--- config.mk ---
export PLATFORM = sky130hd
export DESIGN_NAME = nand_bch_parity
export DESIGN_NICKNAME = d
export VERILOG_FILES = /design/src/rtl/nbp_pkg.sv /design/src/rtl/nbp_seq.sv /design/src/rtl/nbp_lfsr.sv /design/src/rtl/nbp_bank.sv /design/src/rtl/nand_bch_parity.sv
export SDC_FILE = /design/constraint.sdc
export NUM_CORES = 2
export LEC_CHECK = 0
export BUFFER_PORTS_ARGS = -buffer_cell sky130_fd_sc_hd__buf_2
export CORE_AREA = 5 5 738 740
export CTS_BUF_LIST = sky130_fd_sc_hd__clkbuf_4 sky130_fd_sc_hd__clkbuf_8
export DETAILED_ROUTE_END_ITERATION = 7
export DIE_AREA = 0 0 743 745
export GPL_ROUTABILITY_DRIVEN = 0
export GPL_TIMING_DRIVEN = 0
export HOLD_SLACK_MARGIN = 0.05
export PLACE_DENSITY = 0.3
export SYNTH_ARGS = -nofsm -noshare
export SYNTH_HDL_FRONTEND = slang
export SYNTH_SLANG_ARGS = --single-unit
--- constraint.sdc ---
create_clock -name clk -period 5.2 [get_ports clk]
set_input_delay 0.78 -clock clk [delete_from_list [all_inputs] [get_ports clk]]
set_output_delay 0.78 -clock clk [all_outputs]
set_load 0.005 [all_outputs]
--- src/rtl/nbp_pkg.sv ---
package nbp_pkg;

    localparam int GF_M         = 13;
    localparam int GF_N         = (1 << GF_M) - 1;
    localparam logic [GF_M:0] GF_PRIM = 14'h201B;
    localparam int PAR_MAX      = 104;
    localparam int BANK_W       = 128;
    localparam int SECTOR_BYTES = 512;
    localparam int SPARE_SKIP   = 16;
    localparam int MAX_SECTORS  = 8;
    localparam int SEC_W        = 3;
    localparam int CNT_W        = $clog2(SECTOR_BYTES) + 1;
    localparam logic [3:0] WRAP_SKIP = 4'd6;

    typedef struct packed {
        logic       bch_en;
        logic       t8;
        logic [3:0] wrap;
        logic       wide;
        logic [2:0] nsec_m1;
        logic [2:0] chip;
        logic       ecc_en;
    } cfg_t;

    typedef enum logic [1:0] {
        PH_IDLE,
        PH_DATA,
        PH_SPARE,
        PH_DONE
    } phase_e;

    function automatic cfg_t cfg_decode(input logic [31:0] w);
        cfg_t c;
        c.ecc_en  = w[0];
        c.chip    = w[3:1];
        c.nsec_m1 = w[6:4];
        c.wide    = w[7];
        c.wrap    = w[11:8];
        c.t8      = w[12];
        c.bch_en  = w[16];
        return c;
    endfunction

    // GF(2^13) product by shift-and-reduce
    function automatic logic [GF_M-1:0] gf_mul(input logic [GF_M-1:0] a,
                                              input logic [GF_M-1:0] b);
        logic [GF_M-1:0] acc;
        logic [GF_M:0]   sh;
        acc = '0;
        sh  = {1'b0, a};
        for (int i = 0; i < GF_M; i++) begin
            if (b[i]) acc = acc ^ sh[GF_M-1:0];
            sh = sh << 1;
            if (sh[GF_M]) sh = sh ^ GF_PRIM;
        end
        return acc;
    endfunction

    function automatic logic [GF_M-1:0] gf_pow(input int e);
        logic [GF_M-1:0] res;
        logic [GF_M-1:0] base;
        int              k;
        res  = 13'd1;
        base = 13'd2;
        k    = e % GF_N;
        while (k > 0) begin
            if (k % 2 == 1) res = gf_mul(res, base);
            base = gf_mul(base, base);
            k    = k / 2;
        end
        return res;
    endfunction

    // binary minimal polynomial of alpha^i (conjugacy classes all have 13 members)
    function automatic logic [GF_M:0] min_poly(input int i);
        logic [GF_M-1:0] c [0:GF_M];
        logic [GF_M-1:0] r;
        logic [GF_M:0]   m;
        int              ex;
        for (int j = 0; j <= GF_M; j++) c[j] = '0;
        c[0] = 13'd1;
        ex   = i % GF_N;
        for (int k = 0; k < GF_M; k++) begin
            r = gf_pow(ex);
            for (int j = GF_M; j >= 1; j--) c[j] = c[j-1] ^ gf_mul(c[j], r);
            c[0] = gf_mul(c[0], r);
            ex   = (ex * 2) % GF_N;
        end
        for (int j = 0; j <= GF_M; j++) m[j] = c[j][0];
        return m;
    endfunction

    function automatic logic [PAR_MAX:0] gen_poly(input int t);
        logic [PAR_MAX:0] g;
        logic [PAR_MAX:0] prod;
        logic [GF_M:0]    m;
        g = '0;
        g[0] = 1'b1;
        for (int i = 1; i < 2 * t; i += 2) begin
            m    = min_poly(i);
            prod = '0;
            for (int j = 0; j <= GF_M; j++)
                if (m[j]) prod = prod ^ (g << j);
            g = prod;
        end
        return g;
    endfunction

    // shift nbits of d (top bit first) into a degree-deg remainder register
    function automatic logic [PAR_MAX-1:0] lfsr_feed(input logic [PAR_MAX-1:0] st_in,
                                                    input logic [15:0] d,
                                                    input int nbits,
                                                    input int deg,
                                                    input logic [PAR_MAX:0] g);
        logic [PAR_MAX-1:0] st;
        logic [PAR_MAX-1:0] keep;
        logic               fb;
        st   = st_in;
        keep = {PAR_MAX{1'b1}} >> (PAR_MAX - deg);
        for (int i = 15; i >= 0; i--) begin
            if (i < nbits) begin
                fb = d[i] ^ st[deg-1];
                st = (st << 1) & keep;
                if (fb) st = st ^ (g[PAR_MAX-1:0] & keep);
            end
        end
        return st;
    endfunction

    function automatic logic [PAR_MAX-1:0] justify(input logic [PAR_MAX-1:0] rem,
                                                  input logic t8);
        return t8 ? rem : {rem[51:0], 4'b0000, 48'h0};
    endfunction

    function automatic logic [PAR_MAX-1:0] used_bits(input logic t8);
        return t8 ? {PAR_MAX{1'b1}} : {{56{1'b1}}, 48'h0};
    endfunction

    // constant that turns an erased sector's packed parity into all ones
    function automatic logic [PAR_MAX-1:0] erase_mask(input logic t8);
        logic [PAR_MAX-1:0] st;
        logic [PAR_MAX:0]   g;
        int                 deg;
        deg = t8 ? 8 * GF_M : 4 * GF_M;
        g   = gen_poly(t8 ? 8 : 4);
        st  = '0;
        for (int b = 0; b < SECTOR_BYTES; b++) st = lfsr_feed(st, 16'h00FF, 8, deg, g);
        return used_bits(t8) & ~justify(st, t8);
    endfunction

endpackage

--- src/rtl/nbp_seq.sv ---
module nbp_seq
    import nbp_pkg::*;
(
    input  logic             clk,
    input  logic             rst,
    input  logic [31:0]      cfg_i,
    input  logic             ctl_wr_i,
    input  logic [15:0]      ctl_i,
    input  logic             data_vld_i,
    output logic             clr_o,
    output logic             feed_o,
    output logic             cap_o,
    output logic [SEC_W-1:0] sec_o,
    output cfg_t             cfg_o,
    output logic             done_o
);

    cfg_t             cfg_q;
    cfg_t             cfg_in;
    phase_e           phase_q;
    logic [CNT_W-1:0] cnt_q;
    logic [CNT_W-1:0] cnt_nx;
    logic [SEC_W-1:0] sec_q;
    logic             start;
    logic             skip_spare;

    always_comb begin
        cfg_in     = cfg_decode(cfg_i);
        clr_o      = ctl_wr_i & ctl_i[0];
        start      = clr_o & ctl_i[8] & cfg_in.ecc_en & cfg_in.bch_en;
        cnt_nx     = cnt_q + (cfg_q.wide ? CNT_W'(2) : CNT_W'(1));
        feed_o     = (phase_q == PH_DATA) & data_vld_i & ~clr_o;
        cap_o      = feed_o & (cnt_nx == CNT_W'(SECTOR_BYTES));
        skip_spare = (cfg_q.wrap == WRAP_SKIP);
    end

    always_ff @(posedge clk) begin
        if (rst) begin
            cfg_q   <= '0;
            phase_q <= PH_IDLE;
            cnt_q   <= '0;
            sec_q   <= '0;
        end else if (clr_o) begin
            phase_q <= start ? PH_DATA : PH_IDLE;
            cnt_q   <= '0;
            sec_q   <= '0;
            if (start) cfg_q <= cfg_in;
        end else begin
            case (phase_q)
                PH_DATA: begin
                    if (feed_o) begin
                        if (cap_o) begin
                            cnt_q <= '0;
                            if (sec_q == cfg_q.nsec_m1) begin
                                phase_q <= PH_DONE;
                            end else begin
                                sec_q   <= sec_q + 1'b1;
                                phase_q <= skip_spare ? PH_SPARE : PH_DATA;
                            end
                        end else begin
                            cnt_q <= cnt_nx;
                        end
                    end
                end
                PH_SPARE: begin
                    if (data_vld_i) begin
                        if (cnt_nx == CNT_W'(SPARE_SKIP)) begin
                            cnt_q   <= '0;
                            phase_q <= PH_DATA;
                        end else begin
                            cnt_q <= cnt_nx;
                        end
                    end
                end
                default: ;
            endcase
        end
    end

    assign sec_o  = sec_q;
    assign cfg_o  = cfg_q;
    assign done_o = (phase_q == PH_DONE);

endmodule

--- src/rtl/nbp_lfsr.sv ---
module nbp_lfsr
    import nbp_pkg::*;
#(
    parameter int T_LO = 4,
    parameter int T_HI = 8
) (
    input  logic               clk,
    input  logic               rst,
    input  logic               clr_i,
    input  logic               feed_i,
    input  logic               cap_i,
    input  logic               wide_i,
    input  logic               t8_i,
    input  logic [15:0]        data_i,
    output logic [PAR_MAX-1:0] rem_nx_o
);

    localparam int NSTR = 2;

    logic [PAR_MAX-1:0] state_q;
    logic [PAR_MAX-1:0] step [NSTR];

    for (genvar m = 0; m < NSTR; m++) begin : g_str
        localparam int               T   = (m == 0) ? T_LO : T_HI;
        localparam int               DEG = T * GF_M;
        localparam logic [PAR_MAX:0] GEN = gen_poly(T);
        always_comb step[m] = lfsr_feed(state_q, data_i, wide_i ? 16 : 8, DEG, GEN);
    end

    assign rem_nx_o = t8_i ? step[1] : step[0];

    always_ff @(posedge clk) begin
        if (rst || clr_i || cap_i) state_q <= '0;
        else if (feed_i)           state_q <= rem_nx_o;
    end

endmodule

--- src/rtl/nbp_bank.sv ---
module nbp_bank
    import nbp_pkg::*;
#(
    parameter int N_SECTORS = MAX_SECTORS
) (
    input  logic                         clk,
    input  logic                         rst,
    input  logic                         clr_i,
    input  logic                         cap_i,
    input  logic [SEC_W-1:0]             sec_i,
    input  logic [PAR_MAX-1:0]           rem_i,
    input  logic                         t8_i,
    output logic [N_SECTORS*BANK_W-1:0]  bank_o,
    output logic [N_SECTORS*PAR_MAX-1:0] parity_o
);

    localparam logic [PAR_MAX-1:0] MASK4 = erase_mask(1'b0);
    localparam logic [PAR_MAX-1:0] MASK8 = erase_mask(1'b1);

    for (genvar s = 0; s < N_SECTORS; s++) begin : g_sec
        logic [PAR_MAX-1:0] held_q;

        always_ff @(posedge clk) begin
            if (rst || clr_i)                        held_q <= '0;
            else if (cap_i && sec_i == SEC_W'(s))    held_q <= rem_i;
        end

        assign bank_o[s*BANK_W +: BANK_W]     = {{(BANK_W-PAR_MAX){1'b0}}, held_q};
        assign parity_o[s*PAR_MAX +: PAR_MAX] = justify(held_q, t8_i) ^ (t8_i ? MASK8 : MASK4);
    end

endmodule

--- src/rtl/nand_bch_parity.sv ---
module nand_bch_parity
    import nbp_pkg::*;
#(
    parameter int N_SECTORS = MAX_SECTORS
) (
    input  logic                         clk,
    input  logic                         rst,
    input  logic [31:0]                  cfg_i,
    input  logic                         ctl_wr_i,
    input  logic [15:0]                  ctl_i,
    input  logic [15:0]                  data_i,
    input  logic                         data_vld_i,
    output logic [N_SECTORS*BANK_W-1:0]  bank_o,
    output logic [N_SECTORS*PAR_MAX-1:0] parity_o,
    output logic                         done_o
);

    logic               clr;
    logic               feed;
    logic               cap;
    logic [SEC_W-1:0]   sec;
    cfg_t               cfg_q;
    logic               lat_t8;
    logic [PAR_MAX-1:0] rem_nx;

    nbp_seq u_seq (
        .clk        (clk),
        .rst        (rst),
        .cfg_i      (cfg_i),
        .ctl_wr_i   (ctl_wr_i),
        .ctl_i      (ctl_i),
        .data_vld_i (data_vld_i),
        .clr_o      (clr),
        .feed_o     (feed),
        .cap_o      (cap),
        .sec_o      (sec),
        .cfg_o      (cfg_q),
        .done_o     (done_o)
    );

    assign lat_t8 = cfg_q.t8;

    nbp_lfsr u_lfsr (
        .clk      (clk),
        .rst      (rst),
        .clr_i    (clr),
        .feed_i   (feed),
        .cap_i    (cap),
        .wide_i   (cfg_q.wide),
        .t8_i     (lat_t8),
        .data_i   (data_i),
        .rem_nx_o (rem_nx)
    );

    nbp_bank #(.N_SECTORS(N_SECTORS)) u_bank (
        .clk      (clk),
        .rst      (rst),
        .clr_i    (clr),
        .cap_i    (cap),
        .sec_i    (sec),
        .rem_i    (rem_nx),
        .t8_i     (lat_t8),
        .bank_o   (bank_o),
        .parity_o (parity_o)
    );

endmodule

== Word level (Yosys, flattened, before mapping) ==
Cells that the tools add are included.
Word-level totals
  latch bits: 0
  logic and storage cells: 243
  register bits after elaboration: 960
  memory bits (writable): 0
  memories kept: 0
  bits in read-only memories: 0
Cells by class
  bitwise operators: 81
  multiplexer cells: 90
  $add $sub $neg: 2
  divide/modulo/power cells: 0
  multipliers: 0
  equality and inequality tests: 20
  shifts and indexed selects: 0
  reductions and logical operators: 18
  order comparisons: 16
Operators with widths (count)
  two-way mux 104 bit: 42
  two-way mux 101 bit: 16
  bitwise XOR 104 bit: 8
  two-way mux 51 bit: 16
  NOT 48 bit: 16
  NOT 22 bit: 16
  less-than comparator 5 x 32 -> 1 bit (first input constant): 8
  less-than comparator 4 x 32 -> 1 bit (first input constant): 4
  less-than comparator 3 x 32 -> 1 bit (first input constant): 2
  two-way mux 10 bit: 4
  less-than comparator 1 x 32 -> 1 bit (first input constant): 1
  less-than comparator 2 x 32 -> 1 bit (first input constant): 1
  bitwise XOR 1 bit: 32
  one-hot mux 10 bit (2 select lines): 1
  two-way mux 2 bit: 8
  equality test 3 bit (second input constant): 4
  adder 10 bit: 1
  equality test 10 bit (second input constant): 1
  equality test 10 x 5 -> 1 bit (second input constant): 1
  logical AND 1 bit: 8
  AND 1 bit: 7
  equality test 3 x 2 -> 1 bit (second input constant): 2
  inequality test 3 x 1 -> 1 bit (second input constant): 2
  inequality test 3 x 2 -> 1 bit (second input constant): 2
  other kinds (20): 24

== Logic depth before layout (Yosys ltp) ==
  depth in word-level cells: 49
  mapped depth: 21
  mapped depth without buffers: 16

== Cells and area by module ==
A second synthesis with hierarchy kept.
Unflattened totals
  cell total of the unflattened synthesis: 6164
  area total of the unflattened synthesis: 59012.8 µm²
Modules (own cells, without submodules)
  nbp_bank: times used 1, area an instance 43787.0 µm², cells an instance 4384, seq. area each 16656.0 µm²
  nbp_lfsr: times used 1, area an instance 13591.8 µm², cells an instance 1583, seq. area each 2082.0 µm²
  nbp_seq: times used 1, area an instance 1634.1 µm², cells an instance 197, seq. area each 580.6 µm²

== Worst setup path after synthesis ==
Ideal clock, no wire load.
  kind: register to register
  start: reg u_seq.cfg_o[7] (netlist name)
  end: reg u_bank.g_sec[4].held_q[92]
  setup slack: 0.344 ns
  setup time: 0.070 ns
  stages on the path, launching flop included: 21
  clock period less this slack: 4.856 ns
  arrival: 4.785 ns
  path buffers: 7
  cells stage by stage: dfxtp_1 > buf_4 > inv_1 > clkbuf_1 > buf_1 > clkbuf_1 > ha_1 > inv_1 > fa_1 > and3b_1 > and3_1 > and3_1 > xnor2_1 > o211ai_1 > nor3_1 > and3_1 > clkbuf_1 > clkbuf_1 > clkbuf_1 > nand2_1 > a21oi_1
On the way
  longest elaborated chain between the ends: 41
  elaborated cells on any way between the ends: 100
  classes of those cells: 1 x add/sub; 16 x order compare; 1 x eq/ne; 50 x mux; 31 x bitwise; 1 x reduce/logical
RTL lines
  two-way mux 5 bit: line nbp_lfsr.sv:27  | always_comb step[m] = lfsr_feed(state_q, data_i, wide_i ? 16 : 8, DEG, GEN);
  less-than comparator 5 x 32 -> 1 bit: line nbp_pkg.sv:121  | if (i < nbits) begin
  two-way mux 104 bit: line nbp_pkg.sv:121
  bitwise XOR 1 bit or NOT 48 bit (tied branches)
  two-way mux 101 bit: line nbp_pkg.sv:124  | if (fb) st = st ^ (g[PAR_MAX-1:0] & keep);
  two-way mux 104 bit: line nbp_pkg.sv:121
  NOT 48 bit (no source line)
  two-way mux 101 bit: line nbp_pkg.sv:124
  [... 25 more ...]
  two-way mux 104 bit: line nbp_pkg.sv:121
  NOT 48 bit (no source line) or bitwise XOR 1 bit (tied branches)
  two-way mux 101 bit: line nbp_pkg.sv:124
  two-way mux 104 bit: line nbp_pkg.sv:121
  NOT 48 bit (no source line)
  two-way mux 101 bit: line nbp_pkg.sv:124
  two-way mux 104 bit: line nbp_pkg.sv:121
  two-way mux 104 bit: line nbp_lfsr.sv:30  | assign rem_nx_o = t8_i ? step[1] : step[0];
  to (signal assigned): line nbp_bank.sv:25  | else if (cap_i && sec_i == SEC_W'(s)) held_q <= rem_i;
  to (decl): line nbp_bank.sv:21  | logic [PAR_MAX-1:0] held_q;
Parallel ways exist; a longest one is shown, timed or not.
A chain may end at the register's enable or synchronous reset.

== Worst setup path in the final report ==
  start: reg u_seq.cfg_o[12] (netlist name)
  end: out parity_o[69]
On the way
  longest elaborated chain between the ends: 2
  elaborated cells on any way between the ends: 3
  classes of those cells: 2 x mux; 1 x bitwise
RTL lines
  two-way mux 104 bit (on tied branches): line nbp_pkg.sv:132, nbp_bank.sv:29
  bitwise XOR 104 bit (*): line nbp_bank.sv:29  | assign parity_o[s*PAR_MAX +: PAR_MAX] = justify(held_q, t8_i) ^ (t8_i ? MASK8 : MASK4);
  to (decl): line nand_bch_parity.sv:14  | output logic [N_SECTORS*PAR_MAX-1:0] parity_o,
Every way passes the cells marked *; elsewhere a longest branch is shown, timed or not.

==> metrics <==
Setup Crit Path Kind=reg2out; Sum Neg Setup Slack=-1796 ps; ANT nets after route=0; Clk pin slew, worst setup/hold paths=60 ps; Die W=743 um; final net count=8991; crit path from=u_seq.cfg_o[12]; Final Setup Violations=36; Pre-antenna DRT Iters=8; Slew HR=-7.632%; Worst Min Path Start=cfg_i[12]; Hold Crit Class=in2reg; 1st-iter DRT viols=9664; predominant post-synthesis flop cell=dfxtp_1; worst-skew pair later-pin latency=1120 ps; Synth Area per Inst=7.950 um^2; clk root buf=clkbuf_8; Unique masters post-synth=86; initial antenna violation count=192; CTS Buf Count=200; Hold Vio Cnt, Final=0; Post-Route Skew=128.9 ps; max_cap viols=4; Reg area=0.01922 mm^2; P_leak=33.75 nW; vias=68120; Hold Slack=119.6 ps; Worst EP arrival=4630 ps; Slew Viols, Final=42; CP Capture Type=output pin; Max VDD drop=0.3508 mV; CP most frequent cell=clkbuf_8; Avg WL per Cell=50.23 um; GRT Overall Usage=28.31%; #FFs+latches synth=960; crit path setup slack, layout=-211.7 ps; CP Max Fanout=10; Post-Synthesis Cells=6509; post-layout min period=5412 ps; reg2reg setup slack=-50 ps; worst r2r src=u_seq.cfg_o[7]; fillers=61940; residual DRC count=0; CTS tree=built; CTS HTree Levels=4; GRT overflow=0; Commonest cells post-synth=1115 x nand2_1, 960 x dfxtp_1, 858 x a21oi_1, 627 x nor2_1, 413 x clkbuf_1; Area Growth Syn to Fin=59.15%; initial core utilization=9.615%; Cell Area, Synth=0.05174 mm^2; vias in the first global route=59410; hold depth=3; largest stage delay on the critical path=770 ps; Die Height=745 um; largest net degree at the start of global routing=17; Max Clock Freq=184.8 MHz; worst path bufs/invs=5; DP Wirelength=708000 um; Tcrit/Tclk final=104.1%; most numerous cell in the Yosys netlist=nand2_1; Port Buffer Count=1688; worst slew pin tran=1614 ps; WL final=823400 um; Placement Rows=270; Die Area=0.5535 mm^2; Cell Chain, Critical Path=clkbuf_8, clkdlybuf4s15_1, clkbuf_8, clkbuf_2, a21oi_1, buf_2; worst path required time=4420 ps; failing checks=capacitance limit, slew limit, setup timing; CTS Buffer Depth=4; yosys warns=0; crit start category=flop; top cells by area, synth=dfxtp_1 37%, a21oi_1 8.3%, nand2_1 8.1%; Hold Path End=u_seq.cfg_o[12]; number of synthesized flops with an enable pin=0; Worst R2R End=u_bank.g_sec[3].held_q[47]; Avg Vias per Cell=4.156; R2R cell count=17; Clock Sinks=960; Crit path max-delay family=buffers and inverters; register area share after synthesis=37.14%; Yosys top cell area share=37.14%; post-synth top area cell=dfxtp_1; first-pass GRT wire length=953200 um; ys async rst share=0%; pwr/cell area=333.0 mW/mm^2; fraction of layout cells with a size suffix above 1=35.78%; core area=0.5382 mm^2; Multi-input gate area=0.03143 mm^2; # IOs=1925; crit path max-delay cell type=clkdlybuf4s15_1; status=finished, violations left
routing by layer:
metal  vias up  part of all wire [%]  GRT usage (%)
li1      26530                     -              -
met1     34390                    34          29.66
met2      5807                    42          42.06
met3      1370                    15          16.26
met5         -                 0.078         0.2230
met4        30                   9.0          21.08
worst min-delay path: stages:
cell     delay [ps]
buf_2           110
mux2i_1         120
nor2_1          100
cells in the final DEF (no fill, tap or decap), types with 24 or more instances in the layout:
cell type / count
buf_4: 333
conb_1: 192
nand3_1: 230
o21ai_0: 330
nand2_1: 1087
xnor3_1: 57
xnor2_2: 37
nor2_4: 34
xor2_1: 141
buf_1: 25
buf_8: 24
and3_1: 36
diode_2: 130
nor2b_1: 31
buf_12: 132
clkbuf_2: 144
a211oi_1: 100
xnor2_1: 361
buf_16: 59
nor2_1: 596
buf_2: 1732
a32o_1: 36
xnor2_4: 24
dfxtp_1: 955
o211ai_1: 25
a21oi_4: 25
o31ai_1: 37
and2_1: 194
clkbuf_1: 204
mux2i_1: 151
nand2b_1: 25
clkbuf_4: 122
clkbuf_8: 245
a21oi_1: 841
mux2_2: 100
registers in the layout, indices dropped and copies added (netlist names):
signal,cells
u_seq.sec_o,3
u_seq.cnt_q,10
u_lfsr.state_q,104
u_seq.cfg_o,9
u_bank.g_sec.held_q,832
u_seq.phase_q,2
through the flow:
step	std cells	power [mW]	worst slack, ps	instance area (um^2)	utilization (%)
4_1_cts	16260	26.80	-97.77	81560	15.16
6_report	16390	27.42	-211.7	82350	15.30
2_1_floorplan	6700	10.20	344.2	52460	-
5_1_grt	16280	27.18	-5.302	82060	15.25
3_3_place_gp	15600	15.53	-6329	69930	12.99
3_5_place_dp	15770	17.11	-3061	74620	13.87
how the worst max path moves through the flow:
stage,to,slack [ps],cells past startpoint
after floorplan,u_bank.g_sec[4].held_q[92],340,20
after global placement,u_bank.g_sec[0].held_q[97],-6330,20
after detailed placement,u_bank.g_sec[0].held_q[39],-3060,22
after CTS,parity_o[780],-100,7
after global routing,u_bank.g_sec[3].held_q[81],-5,17
final,parity_o[69],-210,6
area by class of cell:
cell class              instances  area share, %
clock inverters                27         0.2902
inverters                      21         0.1048
multi-input cells            4997          38.16
flip-flops and latches        960          23.35
plain buffers                 710          5.041
clock buffers                 319          4.724
repair buffers               2021          16.99
diodes                        130         0.3950
well taps                    7208          10.95
power by group:
part	internal (mW)	leakage (nW)	switching, mW	total [mW]
logic	3.17	23.8	7.77	10.9
registers	7.38	7.73	0.0605	7.44
clock network	4.85	2.21	4.18	9.04
cells by family (layout without fill, tap and decap cells):
kind of cell             after synthesis  in the layout  synth area share (%)
AND/OR/NAND/NOR                     2360           2360                 19.76
AO/OA/AOI/OAI                       1502           1502                 16.34
flip-flops                           960            960                 37.14
buffers and inverters                743           3098                 6.974
XOR/XNOR                             655            655                 13.79
multiplexers                         276            276                 5.680
adder cells (fa/ha/maj)               12             12                0.3047
other                                  1            322              0.007247
repair_timing:
action / in CTS / in global routing
hold endpoints to repair: 8 / 0
resized for setup: 359 / 190
setup buffers: 136 / 10
pin swaps: 69 / 12
setup endpoints to repair: 1783 / 674
hold buffers: 8 / 0
No activity file was read; power rests on OpenSTA's default activity.
